<file path="config.mk">
export PLATFORM = sky130hd
export DESIGN_NAME = dotscan_ctrl
export DESIGN_NICKNAME = d
export VERILOG_FILES = /design/src/rtl/dotscan_pkg.sv /design/src/rtl/dotscan_pos.sv /design/src/rtl/dotscan_pwm.sv /design/src/rtl/dotscan_fsm.sv /design/src/rtl/dotscan_ctrl.sv
export SDC_FILE = /design/constraint.sdc
export NUM_CORES = 1
export LEC_CHECK = 0
export BUFFER_PORTS_ARGS = -buffer_cell sky130_fd_sc_hd__buf_4
export CELL_PAD_IN_SITES_DETAIL_PLACEMENT = 0
export CELL_PAD_IN_SITES_GLOBAL_PLACEMENT = 1
export CORE_UTILIZATION = 51
export CTS_BUF_LIST = sky130_fd_sc_hd__clkbuf_8
export CTS_CLUSTER_SIZE = 40
export DETAILED_ROUTE_END_ITERATION = 10
export PLACE_DENSITY_LB_ADDON = 0.3
export SLEW_MARGIN = 20
export SYNTH_ARGS = -nofsm -noshare
export SYNTH_HDL_FRONTEND = slang
export SYNTH_SLANG_ARGS = --single-unit
</file>
<file path="constraint.sdc">
create_clock -name clk -period 6.5 [get_ports clk]
set_clock_uncertainty 0.05 [all_clocks]
set_input_delay 1.3 -clock clk [delete_from_list [all_inputs] [get_ports clk]]
set_output_delay 1.3 -clock clk [all_outputs]
set_load 0.02 [all_outputs]
</file>
<file path="src/rtl/dotscan_pkg.sv">
package dotscan_pkg;

    typedef enum logic [2:0] {
        ST_RESET,
        ST_FETCH,
        ST_LOAD,
        ST_DOT_HI,
        ST_BLANK,
        ST_LATCH,
        ST_RCLK_HI,
        ST_RCLK_LO
    } scan_state_t;

    function automatic int unsigned max2(input int unsigned a, input int unsigned b);
        return (a > b) ? a : b;
    endfunction

endpackage

</file>
<file path="src/rtl/dotscan_pos.sv">
module dotscan_pos #(
    parameter int unsigned COLS = 128,
    parameter int unsigned ROWS = 64,
    localparam int unsigned CW = $clog2(COLS),
    localparam int unsigned RW = $clog2(ROWS)
) (
    input  logic          clk,
    input  logic          rst_n,
    input  logic          step_col,
    input  logic          step_row,
    output logic [CW-1:0] col,
    output logic [RW-1:0] row,
    output logic          col_last
);

    localparam logic [CW-1:0] COL_MAX = CW'(COLS - 1);
    localparam logic [RW-1:0] ROW_MAX = RW'(ROWS - 1);

    assign col_last = (col == COL_MAX);

    // column pointer: wraps after the last column of a row
    always_ff @(posedge clk or negedge rst_n) begin
        if (!rst_n) begin
            col <= '0;
        end else if (step_col) begin
            col <= col_last ? '0 : col + 1'b1;
        end
    end

    // row pointer: wraps after the last row of a frame
    always_ff @(posedge clk or negedge rst_n) begin
        if (!rst_n) begin
            row <= '0;
        end else if (step_row) begin
            row <= (row == ROW_MAX) ? '0 : row + 1'b1;
        end
    end

endmodule

</file>
<file path="src/rtl/dotscan_pwm.sv">
module dotscan_pwm #(
    parameter int unsigned BRIGHT_W  = 8,
    parameter int unsigned SHIFT_LEN = 640,
    localparam int unsigned SW = $clog2(SHIFT_LEN + 1),
    localparam int unsigned PRW = BRIGHT_W + SW
) (
    input  logic                clk,
    input  logic                rst_n,
    input  logic                row_start,
    input  logic                active,
    input  logic [BRIGHT_W-1:0] brightness,
    output logic                pwm_on
);

    localparam logic [SW-1:0] SLEN = SW'(SHIFT_LEN);

    logic [PRW-1:0] prod;
    logic [SW-1:0]  on_len_q;
    logic [SW-1:0]  cnt_q;

    // on-time = brightness * shift length / 2^BRIGHT_W
    assign prod = {{SW{1'b0}}, brightness} * {{BRIGHT_W{1'b0}}, SLEN};

    always_ff @(posedge clk or negedge rst_n) begin
        if (!rst_n) begin
            on_len_q <= '0;
            cnt_q    <= '0;
        end else if (row_start) begin
            on_len_q <= prod[BRIGHT_W +: SW];
            cnt_q    <= '0;
        end else if (active && cnt_q != {SW{1'b1}}) begin
            cnt_q <= cnt_q + 1'b1;
        end
    end

    assign pwm_on = (cnt_q < on_len_q);

endmodule

</file>
<file path="src/rtl/dotscan_fsm.sv">
module dotscan_fsm
    import dotscan_pkg::*;
#(
    parameter int unsigned DOT_HALF  = 2,
    parameter int unsigned BLANK_CYC = 500,
    parameter int unsigned LATCH_CYC = 2,
    parameter int unsigned RCLK_CYC  = 2,
    localparam int unsigned MAXL = max2(max2(DOT_HALF, BLANK_CYC), max2(LATCH_CYC, RCLK_CYC)),
    localparam int unsigned PW   = $clog2(MAXL + 1)
) (
    input  logic          clk,
    input  logic          rst_n,
    input  logic          col_last,
    output scan_state_t   state,
    output logic [PW-1:0] phase,
    output logic          step_col,
    output logic          step_row,
    output logic          row_start,
    output logic          rclk_fall
);

    localparam logic [PW-1:0] DOT_LIM   = PW'(DOT_HALF - 1);
    localparam logic [PW-1:0] BLANK_LIM = PW'(BLANK_CYC - 1);
    localparam logic [PW-1:0] LATCH_LIM = PW'(LATCH_CYC - 1);
    localparam logic [PW-1:0] RCLK_LIM  = PW'(RCLK_CYC - 1);

    scan_state_t   next_state;
    logic [PW-1:0] limit;
    logic          done;

    // state register with per-state phase timer
    always_ff @(posedge clk or negedge rst_n) begin
        if (!rst_n) begin
            state <= ST_RESET;
            phase <= '0;
        end else begin
            state <= next_state;
            phase <= (next_state != state) ? '0 : phase + 1'b1;
        end
    end

    always_comb begin
        unique case (state)
            ST_LOAD, ST_DOT_HI:     limit = DOT_LIM;
            ST_BLANK:               limit = BLANK_LIM;
            ST_LATCH:               limit = LATCH_LIM;
            ST_RCLK_HI, ST_RCLK_LO: limit = RCLK_LIM;
            default:                limit = '0;
        endcase
    end

    assign done = (phase == limit);

    // transitions and step pulses
    always_comb begin
        next_state = state;
        step_col   = 1'b0;
        step_row   = 1'b0;
        row_start  = 1'b0;
        rclk_fall  = 1'b0;
        unique case (state)
            ST_RESET: begin
                next_state = ST_FETCH;
                row_start  = 1'b1;
            end
            ST_FETCH: begin
                next_state = ST_LOAD;
            end
            ST_LOAD: begin
                if (done) next_state = ST_DOT_HI;
            end
            ST_DOT_HI: begin
                if (done) begin
                    step_col   = 1'b1;
                    next_state = col_last ? ST_BLANK : ST_FETCH;
                end
            end
            ST_BLANK: begin
                if (done) next_state = ST_LATCH;
            end
            ST_LATCH: begin
                if (done) next_state = ST_RCLK_HI;
            end
            ST_RCLK_HI: begin
                if (done) begin
                    next_state = ST_RCLK_LO;
                    rclk_fall  = 1'b1;
                end
            end
            ST_RCLK_LO: begin
                if (done) begin
                    next_state = ST_FETCH;
                    step_row   = 1'b1;
                    row_start  = 1'b1;
                end
            end
            default: next_state = ST_RESET;
        endcase
    end

endmodule

</file>
<file path="src/rtl/dotscan_ctrl.sv">
module dotscan_ctrl
    import dotscan_pkg::*;
#(
    parameter int unsigned COLS      = 128,
    parameter int unsigned ROWS      = 64,
    parameter int unsigned DOT_HALF  = 2,
    parameter int unsigned BLANK_CYC = 500,
    parameter int unsigned LATCH_CYC = 2,
    parameter int unsigned RCLK_CYC  = 2,
    parameter int unsigned BRIGHT_W  = 8,
    localparam int unsigned CW = $clog2(COLS),
    localparam int unsigned RW = $clog2(ROWS),
    localparam int unsigned SHIFT_LEN = COLS * (2 * DOT_HALF + 1),
    localparam int unsigned MAXL = max2(max2(DOT_HALF, BLANK_CYC), max2(LATCH_CYC, RCLK_CYC)),
    localparam int unsigned PW = $clog2(MAXL + 1)
) (
    input  logic                clk,
    input  logic                rst_n,
    input  logic [BRIGHT_W-1:0] brightness,
    output logic                fb_rd_en,
    output logic [RW-1:0]       fb_row,
    output logic [CW-1:0]       fb_col,
    input  logic                fb_rdata,
    output logic                dot_clk,
    output logic                col_data,
    output logic                col_latch,
    output logic                row_clk,
    output logic                row_mark,
    output logic                disp_en
);

    scan_state_t   state;
    logic [PW-1:0] phase;
    logic          step_col, step_row, row_start, rclk_fall;
    logic          col_last;
    logic [CW-1:0] col;
    logic [RW-1:0] row;
    logic          pwm_on;
    logic          shifting;
    logic          started_q;

    dotscan_fsm #(
        .DOT_HALF  (DOT_HALF),
        .BLANK_CYC (BLANK_CYC),
        .LATCH_CYC (LATCH_CYC),
        .RCLK_CYC  (RCLK_CYC)
    ) u_fsm (
        .clk       (clk),
        .rst_n     (rst_n),
        .col_last  (col_last),
        .state     (state),
        .phase     (phase),
        .step_col  (step_col),
        .step_row  (step_row),
        .row_start (row_start),
        .rclk_fall (rclk_fall)
    );

    dotscan_pos #(
        .COLS (COLS),
        .ROWS (ROWS)
    ) u_pos (
        .clk      (clk),
        .rst_n    (rst_n),
        .step_col (step_col),
        .step_row (step_row),
        .col      (col),
        .row      (row),
        .col_last (col_last)
    );

    dotscan_pwm #(
        .BRIGHT_W  (BRIGHT_W),
        .SHIFT_LEN (SHIFT_LEN)
    ) u_pwm (
        .clk        (clk),
        .rst_n      (rst_n),
        .row_start  (row_start),
        .active     (shifting),
        .brightness (brightness),
        .pwm_on     (pwm_on)
    );

    // pixel capture: read data arrives in the first clock of the low phase
    always_ff @(posedge clk or negedge rst_n) begin
        if (!rst_n) begin
            col_data <= 1'b0;
        end else if (state == ST_LOAD && phase == '0) begin
            col_data <= fb_rdata;
        end
    end

    // drivers stay blanked until the row chain has been clocked once
    always_ff @(posedge clk or negedge rst_n) begin
        if (!rst_n) begin
            started_q <= 1'b0;
        end else if (rclk_fall) begin
            started_q <= 1'b1;
        end
    end

    // output decode from state
    always_comb begin
        fb_rd_en  = 1'b0;
        dot_clk   = 1'b0;
        col_latch = 1'b0;
        row_clk   = 1'b0;
        shifting  = 1'b0;
        row_mark  = 1'b0;
        unique case (state)
            ST_FETCH: begin
                fb_rd_en = 1'b1;
                shifting = 1'b1;
            end
            ST_LOAD: begin
                shifting = 1'b1;
            end
            ST_DOT_HI: begin
                dot_clk  = 1'b1;
                shifting = 1'b1;
            end
            ST_LATCH: begin
                col_latch = 1'b1;
                row_mark  = (row == '0);
            end
            ST_RCLK_HI: begin
                row_clk  = 1'b1;
                row_mark = (row == '0);
            end
            ST_RCLK_LO: begin
                row_mark = (row == '0);
            end
            default: ;
        endcase
    end

    assign fb_row  = row;
    assign fb_col  = col;
    assign disp_en = shifting && started_q && pwm_on;

endmodule

</file>
==> results of run 1 <==
## report_power, final
part	internal [mW]	total [mW]	switching (mW)	leakage [nW]
Clock	0.0737	0.169	0.0955	0.0453
Combinational	0.0308	0.0689	0.0381	0.945
Sequential	0.303	0.307	0.00394	0.603
Total	0.408	0.545	0.137	1.59
## stage by stage
stage / power [mW] / worst slack, ns
floorplan: 0.358 / 3.43
global placement: 0.380 / 3.20
detailed placement: 0.383 / 3.17
CTS: 0.555 / 3.18
global route: 0.578 / 3.10
finish: 0.545 / 3.19
## sequential cells by signal (all words and copies together), names as in the netlist
signal / cells
u_pwm.cnt_q: 10
u_pwm.on_len_q: 10
u_fsm.phase: 9
u_pos.col: 7
u_pos.row: 6
u_fsm.state: 3
col_data: 1
started_q: 1
## per-layer routing
| layer | vias to the layer above | part of all wire (%) |
|---|---|---|
| li1 | 1087 | - |
| met1 | 1012 | 49 |
| met2 | 32 | 47 |
| met3 | 6 | 2.7 |
| met4 | 0 | 1.4 |
| met5 | - | 0 |
## synth_stat cells (5+ instances only)
cell	count
xor2_1	13
o21ai_0	18
xnor2_1	9
nor2_1	29
a21oi_1	7
nand2_1	15
mux2i_1	9
nand4_1	5
dfrtp_1	47
mux2_1	5
a21o_1	6
and3_1	10
ha_1	27
nor3_1	6
nand3_1	12
inv_1	18
## worst max path at each step
stage / endpoint / cells after the start / startpoint
after global routing: disp_en / 7 / u_pwm.cnt_q[7]
final: disp_en / 6 / u_pwm.cnt_q[4]
after floorplan: u_pwm.on_len_q[8] / 8 / brightness[1]
after detailed placement: u_pwm.on_len_q[8] / 9 / brightness[1]
after CTS: disp_en / 6 / u_pwm.cnt_q[4]
after global placement: u_pwm.on_len_q[8] / 9 / brightness[1]
## worst reg2reg max path, cell delays in order (launching register included)
cell	delay, ns
dfrtp_1	0.60
or3_1	0.45
a211oi_2	0.47
o211ai_4	0.23
o31ai_4	0.30
mux2_1	0.40
## layout make-up
class                   instances  area, um2  area share (%)
multi-input cells             216       1620            49.6
flip-flops and latches         47       1180            36.0
repair buffers                 30        225            6.90
well taps                      72       90.1            2.76
clock buffers                   5       68.8            2.11
inverters                      18       67.6            2.07
clock inverters                 3       16.3           0.498
## kinds of logic after synthesis
family / count (synthesis)
simple gates: 95
mux: 18
fa+ha+maj: 28
compound gates: 53
flops: 47
xor+xnor: 22
buf+inv: 25
==> impl_metrics.toml, run 1 <==
[status]
status = "complete, no violations"

[timing]
fin_crit_sh_pct = 51.0
relSlewSlack_pct = 31.7
setup_viol = 0
worstMarginPinSlew_ns = 1.02
fin_hold_ws_ns = 0.432
finalCriticalPeriod_ns = 3.31
rsz0062_at_grt = "no"
hold_viol_final = 0
drv_slew = 0
fmax_ghz = 0.302
finalSetupTns_ns = 0

[clock_tree]
post-cts-setup-buffer-count = 0
ctsHoldBuffers = 0
cts_buffers = 5
ctsResizeCount = 0
clk_latency_ns = 0.30
clk_pin_slew_worst_paths_ns = 0.08
cts_sinks = 47
h-tree-depth = 2
tritoncts = "yes"
ctsRootBufferMaster = "clkbuf_8"
cts_buffer_depth = 2

[logic_synthesis]
yosysTopAreaCellShare_pct = 40.5
synth_cell_types = 50
ys_ff_latch = 47
synth_compound_area_share_pct = 13.1
synth_cells = 288
synth_fa_ha_area_share_pct = 12.3
muxShareOfSynthArea_pct = 6.59
synth_warnings = 0
syn_nets = 327
async_reset_ff_share_pct = 100
synth_edf_count = 0
synth-simple-area-share_pct = 17.1
synth_top_cell_by_area = "dfrtp_1"
synth.avg_cell_area_um2 = 10.1
synth_xor_area_share_pct = 6.63
synth_top_flop_cell = "dfrtp_1"
synth_top_family_by_area = "simple AND/OR/NAND/NOR gates"
synth_area_um2 = 2910
synth_area_leaders = "dfrtp_1 40%, ha_1 12%, xor2_1 3.9%"
yosysSeqAreaShare_pct = 40.5

[job]
maxCapViolCount = 0

[placed_design]
port_buffers = 30
gp_congestion = 0.792
placed_area_um2 = 3180
place_hpwl_mm = 3.86
dp_cells = 383

[floorplanning]
initial_utilization_pct = 52.8
num_io_pins = 31
die_y_um = 77.5
die_x_um = 77.5
die_area_um2 = 6000
core_um2 = 5510
num_rows = 27

[setup_path]
cp_cell_sequence = "ha_1 > a21o_1 > a21oi_1 > o21ai_0 > a41oi_1 > buf_4"
rr_worst_depth = 5
cp-end-kind = "output pin"
crit-reg2reg-launch = "u_fsm.state[2]"
path_delay_family = "compound AO/OA/AOI/OAI gates"
crit_required_ns = 5.15
cp_num_buf_inv = 1
worstReg2RegEnd = "u_pwm.on_len_q[0]"
critPathMaxFanout = 4
startpoint_type = "register"
rrSetupSlack_ns = 3.88
slowest_delay_ns = 0.43
cpMaxStageDelayCell = "dfrtp_1"
worstPathArrival_ns = 1.96
critPathKind = "register to output pin"

[drt]
drt-pass1-iter-count = 4
routed_wl_mm = 5.34
drtAntennaViolNets = 0
via_per_inst = 5.47
vias = 2137
wl_per_cell_um = 13.7
drcViolationCount = 0
drtIter0Drc = 132

[worst_hold_path]
hp-start = "started_q"
hp-class = "register to register"
min_delay_path_depth = 1
min_to = "started_q"

[global_routing]
antenna_found_initial = 0
gr-total-overflow = 0
grt_use_total_pct = 19.4
use_met1_pct = 25.6
busiest_layer = "met2"
met2_usage_pct = 31.8
grt_pass1_wl_mm = 9.24
grt_pass1_vias = 2023
grt_max_degree = 48
met3_usage_pct = 3.29

[layout]
drive_gt1_share_pct = 15.4
final_core_utilization_pct = 59.3
final_cells = 391
area_delta_synth_final_pct = 12.4
diodes = 0
layout_common_cells = "47 x dfrtp_1, 30 x buf_4, 29 x nor2_1"
fin_nets = 357
num-fill-cells = 493
layout.cells.most_common = "dfrtp_1"
stdcell_area_um2 = 3260

[power]
pwr_density_cell_nw_per_um2 = 167
ir_worst_vdd_mv = 0.101
power.leakage_nw = 1.59
(Power assumes the default switching activity.)
==> run 2: changes to the inputs <==
--- a/config.mk
+++ b/config.mk
@@ -5,10 +5,11 @@
 export SDC_FILE = /design/constraint.sdc
 export NUM_CORES = 1
 export LEC_CHECK = 0
+export ABC_AREA = 1
 export BUFFER_PORTS_ARGS = -buffer_cell sky130_fd_sc_hd__buf_4
 export CELL_PAD_IN_SITES_DETAIL_PLACEMENT = 0
 export CELL_PAD_IN_SITES_GLOBAL_PLACEMENT = 1
-export CORE_UTILIZATION = 51
+export CORE_UTILIZATION = 41
 export CTS_BUF_LIST = sky130_fd_sc_hd__clkbuf_8
 export CTS_CLUSTER_SIZE = 40
 export DETAILED_ROUTE_END_ITERATION = 10
==> constraint.sdc (replaced) <==
create_clock -name clk -period 2.8 [get_ports clk]
set_clock_uncertainty 0.05 [all_clocks]
set_input_delay 0.56 -clock clk [delete_from_list [all_inputs] [get_ports clk]]
set_output_delay 0.56 -clock clk [all_outputs]
set_load 0.02 [all_outputs]
==> run 2 against run 1 <==
  * Clock-buffer cell count increased by 2
  * Setup slack got worse by 2.9 ns
  * Global-route usage decreased by 2.0 points
  * First-iteration DRC count decreased by 8.3%
  * Critical endpoint unchanged
==> impl_metrics.toml, run 2 <==
[drt]
met1Wirelength_mm = 3.01
wl_per_cell_um = 12.0
route.met2.wl_mm = 2.56
vias = 2393
highest_layer = "met4"
via_per_inst = 4.85
drtAntennaViolNets = 0
routed_wl_mm = 5.93
drt-pass1-iter-count = 4
drcViolationCount = 0
drtIter0Drc = 121
wl_met3_um = 284

[logic_synthesis]
synth_fa_ha_area_share_pct = 12.0
synth.most_common_cell = "nand2_1"
synth_xor_area_share_pct = 5.27
synthTopCellsByCount = "64 x nand2_1, 50 x inv_1, 47 x dfrtp_1"
synth_cells = 361
syn_nets = 400
synth_cell_types = 35
synth-simple-area-share_pct = 26.7
yosysSeqAreaShare_pct = 39.3
synth_top_cell_by_area = "dfrtp_1"
synth_compound_area_share_pct = 8.41
synth_warnings = 0
synth_area_leaders = "dfrtp_1 39%, ha_1 11%, nand2_1 8.0%"
synth_top_flop_cell = "dfrtp_1"
ys_ff_latch = 47
synth_edf_count = 0
yosysTopAreaCellShare_pct = 39.3
synth_top_family_by_area = "simple AND/OR/NAND/NOR gates"
synth_area_um2 = 2990
synth.avg_cell_area_um2 = 8.28
async_reset_ff_share_pct = 100
muxShareOfSynthArea_pct = 0.377

[setup_path]
worstReg2RegEnd = "u_pwm.on_len_q[9]"
crit-reg2reg-launch = "u_fsm.state[2]"
cp-end-kind = "output pin"
crit_required_ns = 2.19
rr_worst_depth = 12
critPathKind = "register to output pin"
critPathMaxFanout = 5
crit_end = "disp_en"
rrSetupSlack_ns = 0.72
worstPathArrival_ns = 1.87
startpoint = "u_pwm.cnt_q[3]"
startpoint_type = "register"

[timing]
hold_viol_final = 0
fin_crit_sh_pct = 88.6
finalSetupTns_ns = 0
rsz0062_at_grt = "no"
setup_viol = 0
fmax_ghz = 0.403
relSlewSlack_pct = 60.3
finalCriticalPeriod_ns = 2.48
worstMarginPinSlew_ns = 0.595
fin_hold_ws_ns = 0.212
drv_slew = 0
layout_setup_ws_ns = 0.320

[clock_tree]
ctsRootBufferMaster = "clkbuf_8"
post-cts-setup-buffer-count = 0
cts_sinks = 47
h-tree-depth = 2
cts_buffer_depth = 2
ctsHoldBuffers = 0
tritoncts = "yes"
cts_buffers = 5
clk_pin_slew_worst_paths_ns = 0.09
clk_latency_ns = 0.30
ctsResizeCount = 0

[floorplanning]
num_io_pins = 31
die_x_um = 87.4
initial_utilization_pct = 43.3
die_area_um2 = 7640
core_um2 = 6910
num_rows = 30
die_y_um = 87.4

[power]
switching_share_pct = 24.6
p_int_mw = 0.988
pwr-share-comb_pct = 11.6
seq_power_share_pct = 54.0
clockPowerShare_pct = 34.3
p_switching_mw = 0.323
pwr_density_cell_nw_per_um2 = 384
power.leakage_nw = 1.70
ir_worst_vdd_mv = 0.164

[layout]
seq_area_um2 = 1180
area_delta_synth_final_pct = 14.1
fin_nets = 435
diodes = 0
layout.cells.most_common = "nand2_1"
drive_gt1_share_pct = 18.4
num-fill-cells = 713
reg_top3 = "u_pwm.cnt_q x10, u_pwm.on_len_q x10, u_fsm.phase x9"
multiInputGateArea_um2 = 1580
layout_common_cells = "64 x nand2_1, 51 x inv_1, 47 x dfrtp_1"

[global_routing]
grt_max_degree = 48
grt_pass1_vias = 2219
grt_use_total_pct = 17.3
antenna_found_initial = 0
gr-total-overflow = 0
grt_pass1_wl_mm = 10.2

[status]
status = "complete, no violations"

[worst_hold_path]
hp-class = "input pin to async pin"

[job]
maxCapViolCount = 0

[placed_design]
gp_congestion = 0.796
place_hpwl_mm = 4.55
port_buffers = 30
pre_cts_slack_ns = 0.349
run 2: cell count changes in the layout (fill, tap and decap cells not counted), moves of 9 or more:
cell     change
nand2_2     +10
mux2i_1      -9
o21ai_1     +11
nand3_1     +12
nand2_1     +49
inv_1       +32
and3_1      -10
nor2_2      +11
run 2: logic make-up after synthesis:
group / after synthesis
and+or+nand+nor: 166
buffers and inverters: 56
DFF: 47
AOI/OAI and AO/OA: 45
adders and majority gates: 28
xor gates and xnor gates: 18
muxes: 1
run 2: routing by layer:
metal / track usage (%) / vias to the layer above
li1: - / 1245
met2: 26.0 / 42
met5: 0 / -
met1: 24.7 / 1099
met3: 3.70 / 7
met4: 5.51 / 0
run 2: final cells by class:
cell class / count / share of cell area (%)
timing repair buffer: 31 / 6.82
multi-input combinational: 258 / 46.2
clock buffer: 7 / 2.82
clock inverter: 1 / 0.110
sequential: 47 / 34.5
inverter: 53 / 6.05
tap: 96 / 3.52
run 2: power groups by stage:
stage / Clock (mW) / Combinational, mW / Sequential (mW)
final: 0.450 / 0.153 / 0.708
after global routing: 0.501 / 0.179 / 0.711
after CTS: 0.468 / 0.157 / 0.708
after detailed placement: 0 / 0.156 / 0.722
after global placement: 0 / 0.152 / 0.722
after floorplan: 0 / 0.102 / 0.722
run 2: worst max-delay path, stage by stage, from the launching register on:
cell       delay [ns]
dfrtp_1          0.46
ha_1             0.34
a21oi_1          0.12
o21ai_0          0.09
nand2_1          0.07
o2111ai_1        0.15
nor3_1           0.17
buf_4            0.17
run 2: how the worst min path moves through the flow:
stage,startpoint,to,slack (ns),cells past startpoint
2_1_floorplan,rst_n,col_data,0.21,0
3_3_place_gp,started_q,started_q,0.39,2
3_5_place_dp,started_q,started_q,0.40,2
4_1_cts,rst_n,u_fsm.state[0],0.23,1
5_1_grt,rst_n,u_pos.row[3],0.25,1
6_report,rst_n,u_pwm.cnt_q[5],0.21,1
run 2: metrics by stage:
stage | util [%] | area (um2) | instances | total power [mW]
final | 49.4 | 3410 | 493 | 1.31
after detailed placement | 48.0 | 3310 | 485 | 0.878
after floorplan | - | 2990 | 361 | 0.824
after global routing | 49.4 | 3410 | 493 | 1.39
after CTS | 49.4 | 3410 | 493 | 1.33
after global placement | 48.0 | 3310 | 485 | 0.874
